File: src/rtl/sbd_pkg.sv
`timescale 1ns/1ps
package sbd_pkg;

    localparam int CLS_W   = 2;
    localparam int LAT_W   = 4;
    localparam int NUM_BYP = 8;

    typedef enum logic [CLS_W-1:0] {
        CL_INT = 2'd0,
        CL_MUL = 2'd1,
        CL_DIV = 2'd2,
        CL_FLT = 2'd3
    } op_class_e;

    typedef struct packed {
        op_class_e        prod;
        op_class_e        cons;
        logic             guarded;
        logic [LAT_W-1:0] lat;
    } bypass_t;

    // Default result latency of each class.
    function automatic logic [LAT_W-1:0] base_latency(op_class_e c);
        case (c)
            CL_INT:  return LAT_W'(2);
            CL_MUL:  return LAT_W'(4);
            CL_DIV:  return LAT_W'(8);
            default: return LAT_W'(3);
        endcase
    endfunction

    // Bypass table; entry index is the priority order and the guard bit.
    function automatic bypass_t bypass_entry(int unsigned idx);
        bypass_t e;
        case (idx)
            0:       e = '{prod: CL_FLT, cons: CL_INT, guarded: 1'b0, lat: LAT_W'(4)};
            1:       e = '{prod: CL_FLT, cons: CL_MUL, guarded: 1'b0, lat: LAT_W'(4)};
            2:       e = '{prod: CL_FLT, cons: CL_DIV, guarded: 1'b0, lat: LAT_W'(4)};
            3:       e = '{prod: CL_MUL, cons: CL_INT, guarded: 1'b1, lat: LAT_W'(2)};
            4:       e = '{prod: CL_MUL, cons: CL_INT, guarded: 1'b1, lat: LAT_W'(3)};
            5:       e = '{prod: CL_INT, cons: CL_INT, guarded: 1'b1, lat: LAT_W'(1)};
            6:       e = '{prod: CL_DIV, cons: CL_INT, guarded: 1'b0, lat: LAT_W'(6)};
            default: e = '{prod: CL_DIV, cons: CL_INT, guarded: 1'b1, lat: LAT_W'(5)};
        endcase
        return e;
    endfunction

endpackage

File: src/rtl/sbd_lat_resolve.sv
`timescale 1ns/1ps
module sbd_lat_resolve
    import sbd_pkg::*;
(
    input  op_class_e            prod_cls,
    input  op_class_e            cons_cls,
    input  logic [NUM_BYP-1:0]   guard,
    output logic [LAT_W-1:0]     eff_lat
);

    logic             g_hit, u_hit;
    logic [LAT_W-1:0] g_lat, u_lat;

    always_comb begin
        bypass_t e;
        g_hit = 1'b0;
        u_hit = 1'b0;
        g_lat = '0;
        u_lat = '0;
        for (int i = 0; i < NUM_BYP; i++) begin
            e = bypass_entry(i);
            if (e.prod == prod_cls && e.cons == cons_cls) begin
                if (e.guarded) begin
                    if (guard[i] && !g_hit) begin
                        g_hit = 1'b1;
                        g_lat = e.lat;
                    end
                end else if (!u_hit) begin
                    u_hit = 1'b1;
                    u_lat = e.lat;
                end
            end
        end
    end

    // Guarded winner, then unguarded entry, then the class default.
    assign eff_lat = g_hit ? g_lat : (u_hit ? u_lat : base_latency(prod_cls));

endmodule

File: src/rtl/sbd_age_file.sv
`timescale 1ns/1ps
module sbd_age_file
    import sbd_pkg::*;
#(
    parameter  int NREG    = 16,
    localparam int AW      = $clog2(NREG),
    localparam int AGE_MAX = (1 << LAT_W) - 1
) (
    input  logic                        clk,
    input  logic                        rst,
    input  logic                        wr_en,
    input  logic [AW-1:0]               wr_idx,
    input  op_class_e                   wr_cls,
    output logic [NREG-1:0][LAT_W-1:0]  age_o,
    output logic [NREG-1:0][CLS_W-1:0]  cls_o
);

    // Age counts edges since the last accepted writer and saturates at
    // AGE_MAX, which exceeds every latency, so saturated means ready.
    for (genvar r = 0; r < NREG; r++) begin : g_reg
        always_ff @(posedge clk) begin
            if (rst) begin
                age_o[r] <= LAT_W'(AGE_MAX);
                cls_o[r] <= CL_INT;
            end else if (wr_en && wr_idx == AW'(r)) begin
                age_o[r] <= LAT_W'(1);
                cls_o[r] <= wr_cls;
            end else if (age_o[r] != LAT_W'(AGE_MAX)) begin
                age_o[r] <= age_o[r] + LAT_W'(1);
            end
        end
    end

endmodule

File: src/rtl/dep_scoreboard.sv
`timescale 1ns/1ps
module dep_scoreboard
    import sbd_pkg::*;
#(
    parameter  int NREG = 16,
    localparam int AW   = $clog2(NREG),
    localparam int NSRC = 2
) (
    input  logic               clk,
    input  logic               rst,
    input  logic               req_valid,
    input  logic [CLS_W-1:0]   req_class,
    input  logic [AW-1:0]      req_dst,
    input  logic [AW-1:0]      req_src0,
    input  logic [AW-1:0]      req_src1,
    input  logic [NUM_BYP-1:0] byp_guard,
    output logic               issue_go,
    output logic               stall
);

    op_class_e                  cons_cls;
    logic [NREG-1:0][LAT_W-1:0] age_q;
    logic [NREG-1:0][CLS_W-1:0] cls_q;
    logic [NSRC-1:0][AW-1:0]    src_idx;
    logic [NSRC-1:0]            src_ok;
    logic                       waw_ok;
    logic [LAT_W:0]             waw_sum;
    logic [LAT_W:0]             waw_need;

    assign cons_cls = op_class_e'(req_class);
    assign src_idx  = {req_src1, req_src0};

    // Read-after-write: each source waits for its pair latency.
    for (genvar s = 0; s < NSRC; s++) begin : g_src
        op_class_e        p_cls;
        logic [LAT_W-1:0] need;

        assign p_cls = op_class_e'(cls_q[src_idx[s]]);

        sbd_lat_resolve u_res (
            .prod_cls (p_cls),
            .cons_cls (cons_cls),
            .guard    (byp_guard),
            .eff_lat  (need)
        );

        assign src_ok[s] = age_q[src_idx[s]] >= need;
    end

    // Write-after-write: new result must not land before the old one,
    // i.e. age + Lc >= Lp. Write-after-read needs no check in order.
    assign waw_sum  = {1'b0, age_q[req_dst]} + {1'b0, base_latency(cons_cls)};
    assign waw_need = {1'b0, base_latency(op_class_e'(cls_q[req_dst]))};
    assign waw_ok   = waw_sum >= waw_need;

    assign issue_go = req_valid && !rst && (&src_ok) && waw_ok;
    assign stall    = req_valid && !rst && !issue_go;

    sbd_age_file #(
        .NREG (NREG)
    ) u_ages (
        .clk    (clk),
        .rst    (rst),
        .wr_en  (issue_go),
        .wr_idx (req_dst),
        .wr_cls (cons_cls),
        .age_o  (age_q),
        .cls_o  (cls_q)
    );

endmodule

File: config.mk
export PLATFORM = sky130hd
export DESIGN_NAME = dep_scoreboard
export DESIGN_NICKNAME = d
export VERILOG_FILES = /design/src/rtl/sbd_pkg.sv /design/src/rtl/sbd_lat_resolve.sv /design/src/rtl/sbd_age_file.sv /design/src/rtl/dep_scoreboard.sv
export SDC_FILE = /design/constraint.sdc
export NUM_CORES = 1
export LEC_CHECK = 0
export ABC_AREA = 0
export ABC_CLOCK_PERIOD_IN_PS = 6000
export CAP_MARGIN = 20
export CELL_PAD_IN_SITES_DETAIL_PLACEMENT = 0
export CELL_PAD_IN_SITES_GLOBAL_PLACEMENT = 1
export CORE_MARGIN = 4
export CORE_UTILIZATION = 53
export DETAILED_ROUTE_END_ITERATION = 10
export DONT_BUFFER_PORTS = 1
export GPL_ROUTABILITY_DRIVEN = 0
export PLACE_DENSITY = 0.84
export SYNTH_ARGS = -nofsm -noshare
export SYNTH_HDL_FRONTEND = slang
export SYNTH_SLANG_ARGS = --single-unit
File: constraint.sdc
create_clock -name clk -period 6 [get_ports clk]
set_clock_uncertainty 0.15 [all_clocks]
set_input_delay 0 -clock clk [delete_from_list [all_inputs] [get_ports clk]]
set_output_delay 0 -clock clk [all_outputs]
set_load 0.02 [all_outputs]
==> flow_summary.html <==
<table>
<tr><th>Metric</th><th>Value</th></tr>
<tr><th colspan="2">Synth</th></tr>
<tr><td>Post-synthesis instance area</td><td>0.00740 mm²</td></tr>
<tr><td>Synth area leader</td><td>sky130_fd_sc_hd__mux4_2</td></tr>
<tr><td>Synthesized instance count</td><td>658</td></tr>
<tr><td>Synth area leaders</td><td>sky130_fd_sc_hd__mux4_2 (27%), sky130_fd_sc_hd__dfxtp_1 (26%), sky130_fd_sc_hd__ha_1 (8.8%)</td></tr>
<tr><td>Total nets after synthesis</td><td>736</td></tr>
<tr><td>Flip-flop and latch count after synthesis</td><td>96</td></tr>
<tr><td>Number of enable flip-flop cells after synthesis</td><td>0</td></tr>
<tr><td>Count of unique library cells instantiated by Yosys</td><td>42</td></tr>
<tr><td>Post-synth top cells</td><td>sky130_fd_sc_hd__dfxtp_1 (96), sky130_fd_sc_hd__mux4_2 (90), sky130_fd_sc_hd__mux2i_1 (59)</td></tr>
<tr><td>Top-count cell post-synth</td><td>sky130_fd_sc_hd__dfxtp_1</td></tr>
<tr><td>Per-instance average area after synthesis</td><td>11.2 µm²</td></tr>
<tr><td>Seq/Total Area, Yosys</td><td>26.0%</td></tr>
<tr><td>Syn. warnings</td><td>0</td></tr>
<tr><td>Most instantiated flip-flop cell in the synthesis netlist</td><td>sky130_fd_sc_hd__dfxtp_1</td></tr>
<tr><td>Async set-or-reset flop fraction in the synthesized netlist</td><td>0%</td></tr>
<tr><td>Share of the synthesized area in the top cell type</td><td>27.4%</td></tr>
<tr><th colspan="2">Routing</th></tr>
<tr><td>Iteration-0 DRC count of the detailed router</td><td>577</td></tr>
<tr><td>Wire length per cell after detailed routing</td><td>22.8 µm</td></tr>
<tr><td>Antenna-violating nets left</td><td>0</td></tr>
<tr><td>Drc violations</td><td>0</td></tr>
<tr><td>Total wirelength of the detailed-routed design</td><td>18700 µm</td></tr>
<tr><td>Vias per Instance</td><td>6.78</td></tr>
<tr><td>First-pass DRT Iterations</td><td>5</td></tr>
<tr><td>Number of vias in the routed layout</td><td>5557</td></tr>
<tr><th colspan="2">Global route</th></tr>
<tr><td>Global route overflow</td><td>0</td></tr>
<tr><td>Global router's overall resource usage</td><td>24.5%</td></tr>
<tr><td>First-pass GRT wire length</td><td>30400 µm</td></tr>
<tr><td>Via count of the first global-routing pass</td><td>5667</td></tr>
<tr><td>Antenna violations before repair</td><td>0</td></tr>
<tr><td>Largest net degree at the start of global routing</td><td>100</td></tr>
<tr><th colspan="2">Power and ir drop</th></tr>
<tr><td>Net Sw Frac</td><td>38.5%</td></tr>
<tr><td>Fraction of power consumed by combinational cells</td><td>45.1%</td></tr>
<tr><td>Power share of the sequential group</td><td>35.2%</td></tr>
<tr><td>Switching power of the nets</td><td>1.18 mW</td></tr>
<tr><td>LEAKAGE</td><td>3.05 nW</td></tr>
<tr><td>Internal power</td><td>1.88 mW</td></tr>
<tr><td>Clock power frac</td><td>19.7%</td></tr>
<tr><td>Power per Cell Area</td><td>388 mW/mm²</td></tr>
<tr><td>IR drop worst, VDD</td><td>0.000327 V</td></tr>
<tr><th colspan="2">Worst hold path</th></tr>
<tr><td>Path class of the lowest-slack min-delay path</td><td>input port to flip-flop</td></tr>
<tr><th colspan="2">CTS</th></tr>
<tr><td>Later-pin clock latency in the skew report</td><td>0.37 ns</td></tr>
<tr><td>Deepest level of the CTS H-tree</td><td>3</td></tr>
<tr><td>Setup repair bufs after CTS</td><td>0</td></tr>
<tr><td>TritonCTS clock tree</td><td>yes</td></tr>
<tr><td>Number of buffers between clock root and the deepest sink</td><td>2</td></tr>
<tr><td>Cell chosen for the clock root</td><td>sky130_fd_sc_hd__clkbuf_16</td></tr>
<tr><td>Clock slew seen by the registers of the worst setup and hold paths</td><td>0.08 ns</td></tr>
<tr><td>Inserted Clock Buffers</td><td>9</td></tr>
<tr><td># clock sinks</td><td>96</td></tr>
<tr><th colspan="2">Setup path</th></tr>
<tr><td>Worst setup EP type</td><td>flip-flop</td></tr>
<tr><td>Register-to-register setup slack</td><td>1.00 ns</td></tr>
<tr><td>Required time at the worst-slack endpoint</td><td>6.10 ns</td></tr>
<tr><td>Kind of start point of the critical path</td><td>flip-flop</td></tr>
<tr><td>Max Fanout on Critical Path</td><td>22</td></tr>
<tr><td>Data arrival time of the critical path</td><td>5.10 ns</td></tr>
<tr><td>Worst Setup Path Type</td><td>flip-flop to flip-flop</td></tr>
<tr><th colspan="2">Timing</th></tr>
<tr><td>Slew Limit Fails</td><td>0</td></tr>
<tr><td>Slew at the pin closest to its max-slew limit</td><td>1.05 ns</td></tr>
<tr><td>Achievable Freq</td><td>200 MHz</td></tr>
<tr><td>Total negative slack</td><td>0 ns</td></tr>
<tr><td>Post-route minimum period</td><td>5.00 ns</td></tr>
<tr><td>Setup repair after global routing missed its margin</td><td>no</td></tr>
<tr><td>Hold Violations, Final</td><td>0</td></tr>
<tr><td>Worst max-slew margin expressed relative to the limit</td><td>29.7%</td></tr>
<tr><td>Final clock period utilization by the worst path</td><td>83.3%</td></tr>
<tr><td>Setup violations, final</td><td>0</td></tr>
<tr><td>Min Hold Slack</td><td>0.0206 ns</td></tr>
<tr><th colspan="2">Placement</th></tr>
<tr><td>Hpwl dp</td><td>13500 µm</td></tr>
<tr><td>Cell total after placement</td><td>792</td></tr>
<tr><td>Quantity of I/O buffers inserted on ports</td><td>0</td></tr>
<tr><th colspan="2">Floorplan</th></tr>
<tr><td>Die Y</td><td>126 µm</td></tr>
<tr><td>Number of placement rows</td><td>42</td></tr>
<tr><td>Top-level I/O count</td><td>27</td></tr>
<tr><td>Area inside the core boundary</td><td>0.0135 mm²</td></tr>
<tr><td>Full die area</td><td>0.0159 mm²</td></tr>
<tr><td>Effective utilization at floorplan</td><td>55.0%</td></tr>
<tr><td>Die Width</td><td>126 µm</td></tr>
<tr><th colspan="2">Cells and area</th></tr>
<tr><td>Count of antenna diodes in the layout</td><td>0</td></tr>
<tr><td>Number of standard cells in the layout, taps in and fillers out</td><td>820</td></tr>
<tr><td>Growth of design area from synthesis to finish</td><td>6.49%</td></tr>
<tr><td>Layout Nets</td><td>717</td></tr>
<tr><td>Share of layout cells above drive strength 1</td><td>19.4%</td></tr>
<tr><th colspan="2">Run status</th></tr>
<tr><td>Status</td><td>finished clean</td></tr>
<tr><th colspan="2">Flow run</th></tr>
<tr><td>Max-cap violation count</td><td>0</td></tr>
</table>
[power by group through the flow]
stage	clock (mW)	combinational, mW	sequential, mW
CTS	0.610	1.38	1.07
finish	0.602	1.38	1.08
floorplan	0	1.18	0.993
global placement	0	1.27	1.06
global route	0.640	1.53	1.11
detailed placement	0	1.34	1.09
[critical path, cell delays in order, from the launching register on]
cell and delay (ns):
sky130_fd_sc_hd__dfxtp_1 0.35, sky130_fd_sc_hd__mux4_2 0.50, sky130_fd_sc_hd__mux4_2 0.58, sky130_fd_sc_hd__ha_1 0.28, sky130_fd_sc_hd__a22oi_1 0.15, sky130_fd_sc_hd__nor2b_1 0.08
sky130_fd_sc_hd__a31oi_1 0.26, sky130_fd_sc_hd__nand4_1 0.17, sky130_fd_sc_hd__ha_1 0.30, sky130_fd_sc_hd__o21a_1 0.11, sky130_fd_sc_hd__nor2_1 0.04, sky130_fd_sc_hd__or4_4 0.67
sky130_fd_sc_hd__or3_1 0.50, sky130_fd_sc_hd__a21o_1 0.19, sky130_fd_sc_hd__dlygate4sd3_1 0.55
[worst paths after layout]
| path | from | end | cells past startpoint |
|---|---|---|---|
| max | u_ages.cls_o[26]$_SDFFE_PP0P_ | u_ages.age_o[63]$_SDFFE_PP1P_ | 14 |
| min | req_valid | u_ages.cls_o[10]$_SDFFE_PP0P_ | 4 |
| max reg2reg | u_ages.cls_o[26]$_SDFFE_PP0P_ | u_ages.age_o[63]$_SDFFE_PP1P_ | 14 |
| min reg2reg | u_ages.cls_o[30]$_SDFFE_PP0P_ | u_ages.cls_o[30]$_SDFFE_PP0P_ | 2 |
[area by class of cell]
class	count	area, µm²
clock buffers	10	229
flip-flops and latches	96	1920
fillers	1117	5570
inverters	18	67.6
multi-input cells	502	5230
clock inverters	6	75.1
repair buffers	12	138
well taps	176	220
[metal layers]
layer	share of wire, %	wire length [µm]	vias to the layer above	GRT usage (%)
met1	40	7510	2800	31.0
met5	0	0	-	0
met4	2.8	521	0	9.09
li1	-	-	2489	-
met3	8.2	1530	39	6.48
met2	49	9100	229	40.4
[per-stage QoR]
| step | setup WS [ns] | cell area [µm²] | util, % | power, mW |
|---|---|---|---|---|
| finish | 1.00 | 7880 | 58.6 | 3.06 |
| global route | 0.853 | 7880 | 58.6 | 3.28 |
| CTS | 1.07 | 7880 | 58.6 | 3.06 |
| floorplan | 1.54 | 7400 | - | 2.17 |
| detailed placement | 1.23 | 7440 | 55.3 | 2.43 |
| global placement | 1.33 | 7440 | 55.3 | 2.33 |
[registers in the layout, summed over array words and instances, names as in the netlist]
| register | cells |
|---|---|
| u_ages.age_o | 64 |
| u_ages.cls_o | 32 |
[logic make-up after synthesis]
logic type      share of synthesized area (%)
mux                                      36.1
fa+ha+maj                                9.06
compound gates                           7.95
simple gates                             15.4
xor+xnor                                 2.13
flops                                    26.0
buf+inv                                  3.36
[repair_timing]
| item | in CTS | in global routing |
|---|---|---|
| hold endpoints to repair | 96 | 0 |
| resized for setup | 0 | 0 |
| hold buffers | 12 | 0 |
[placed cells by master, fill, tap and decap left out, types with 10 or more instances in the layout]
cell type	synthesis	routed
sky130_fd_sc_hd__dfxtp_1	96	96
sky130_fd_sc_hd__dlygate4sd3_1	0	11
sky130_fd_sc_hd__ha_1	52	52
sky130_fd_sc_hd__inv_1	17	17
sky130_fd_sc_hd__mux2i_1	59	59
sky130_fd_sc_hd__mux4_2	90	90
sky130_fd_sc_hd__nand2_1	20	20
sky130_fd_sc_hd__nand2b_1	47	47
sky130_fd_sc_hd__nand3_1	37	37
sky130_fd_sc_hd__nand3b_1	16	16
sky130_fd_sc_hd__nor2_1	15	15
sky130_fd_sc_hd__nor3_2	10	10
sky130_fd_sc_hd__o21ai_0	19	19
sky130_fd_sc_hd__o21bai_1	46	46
sky130_fd_sc_hd__or3_1	22	22
sky130_fd_sc_hd__xor2_1	16	16
Power figures use the tool's default switching activity.
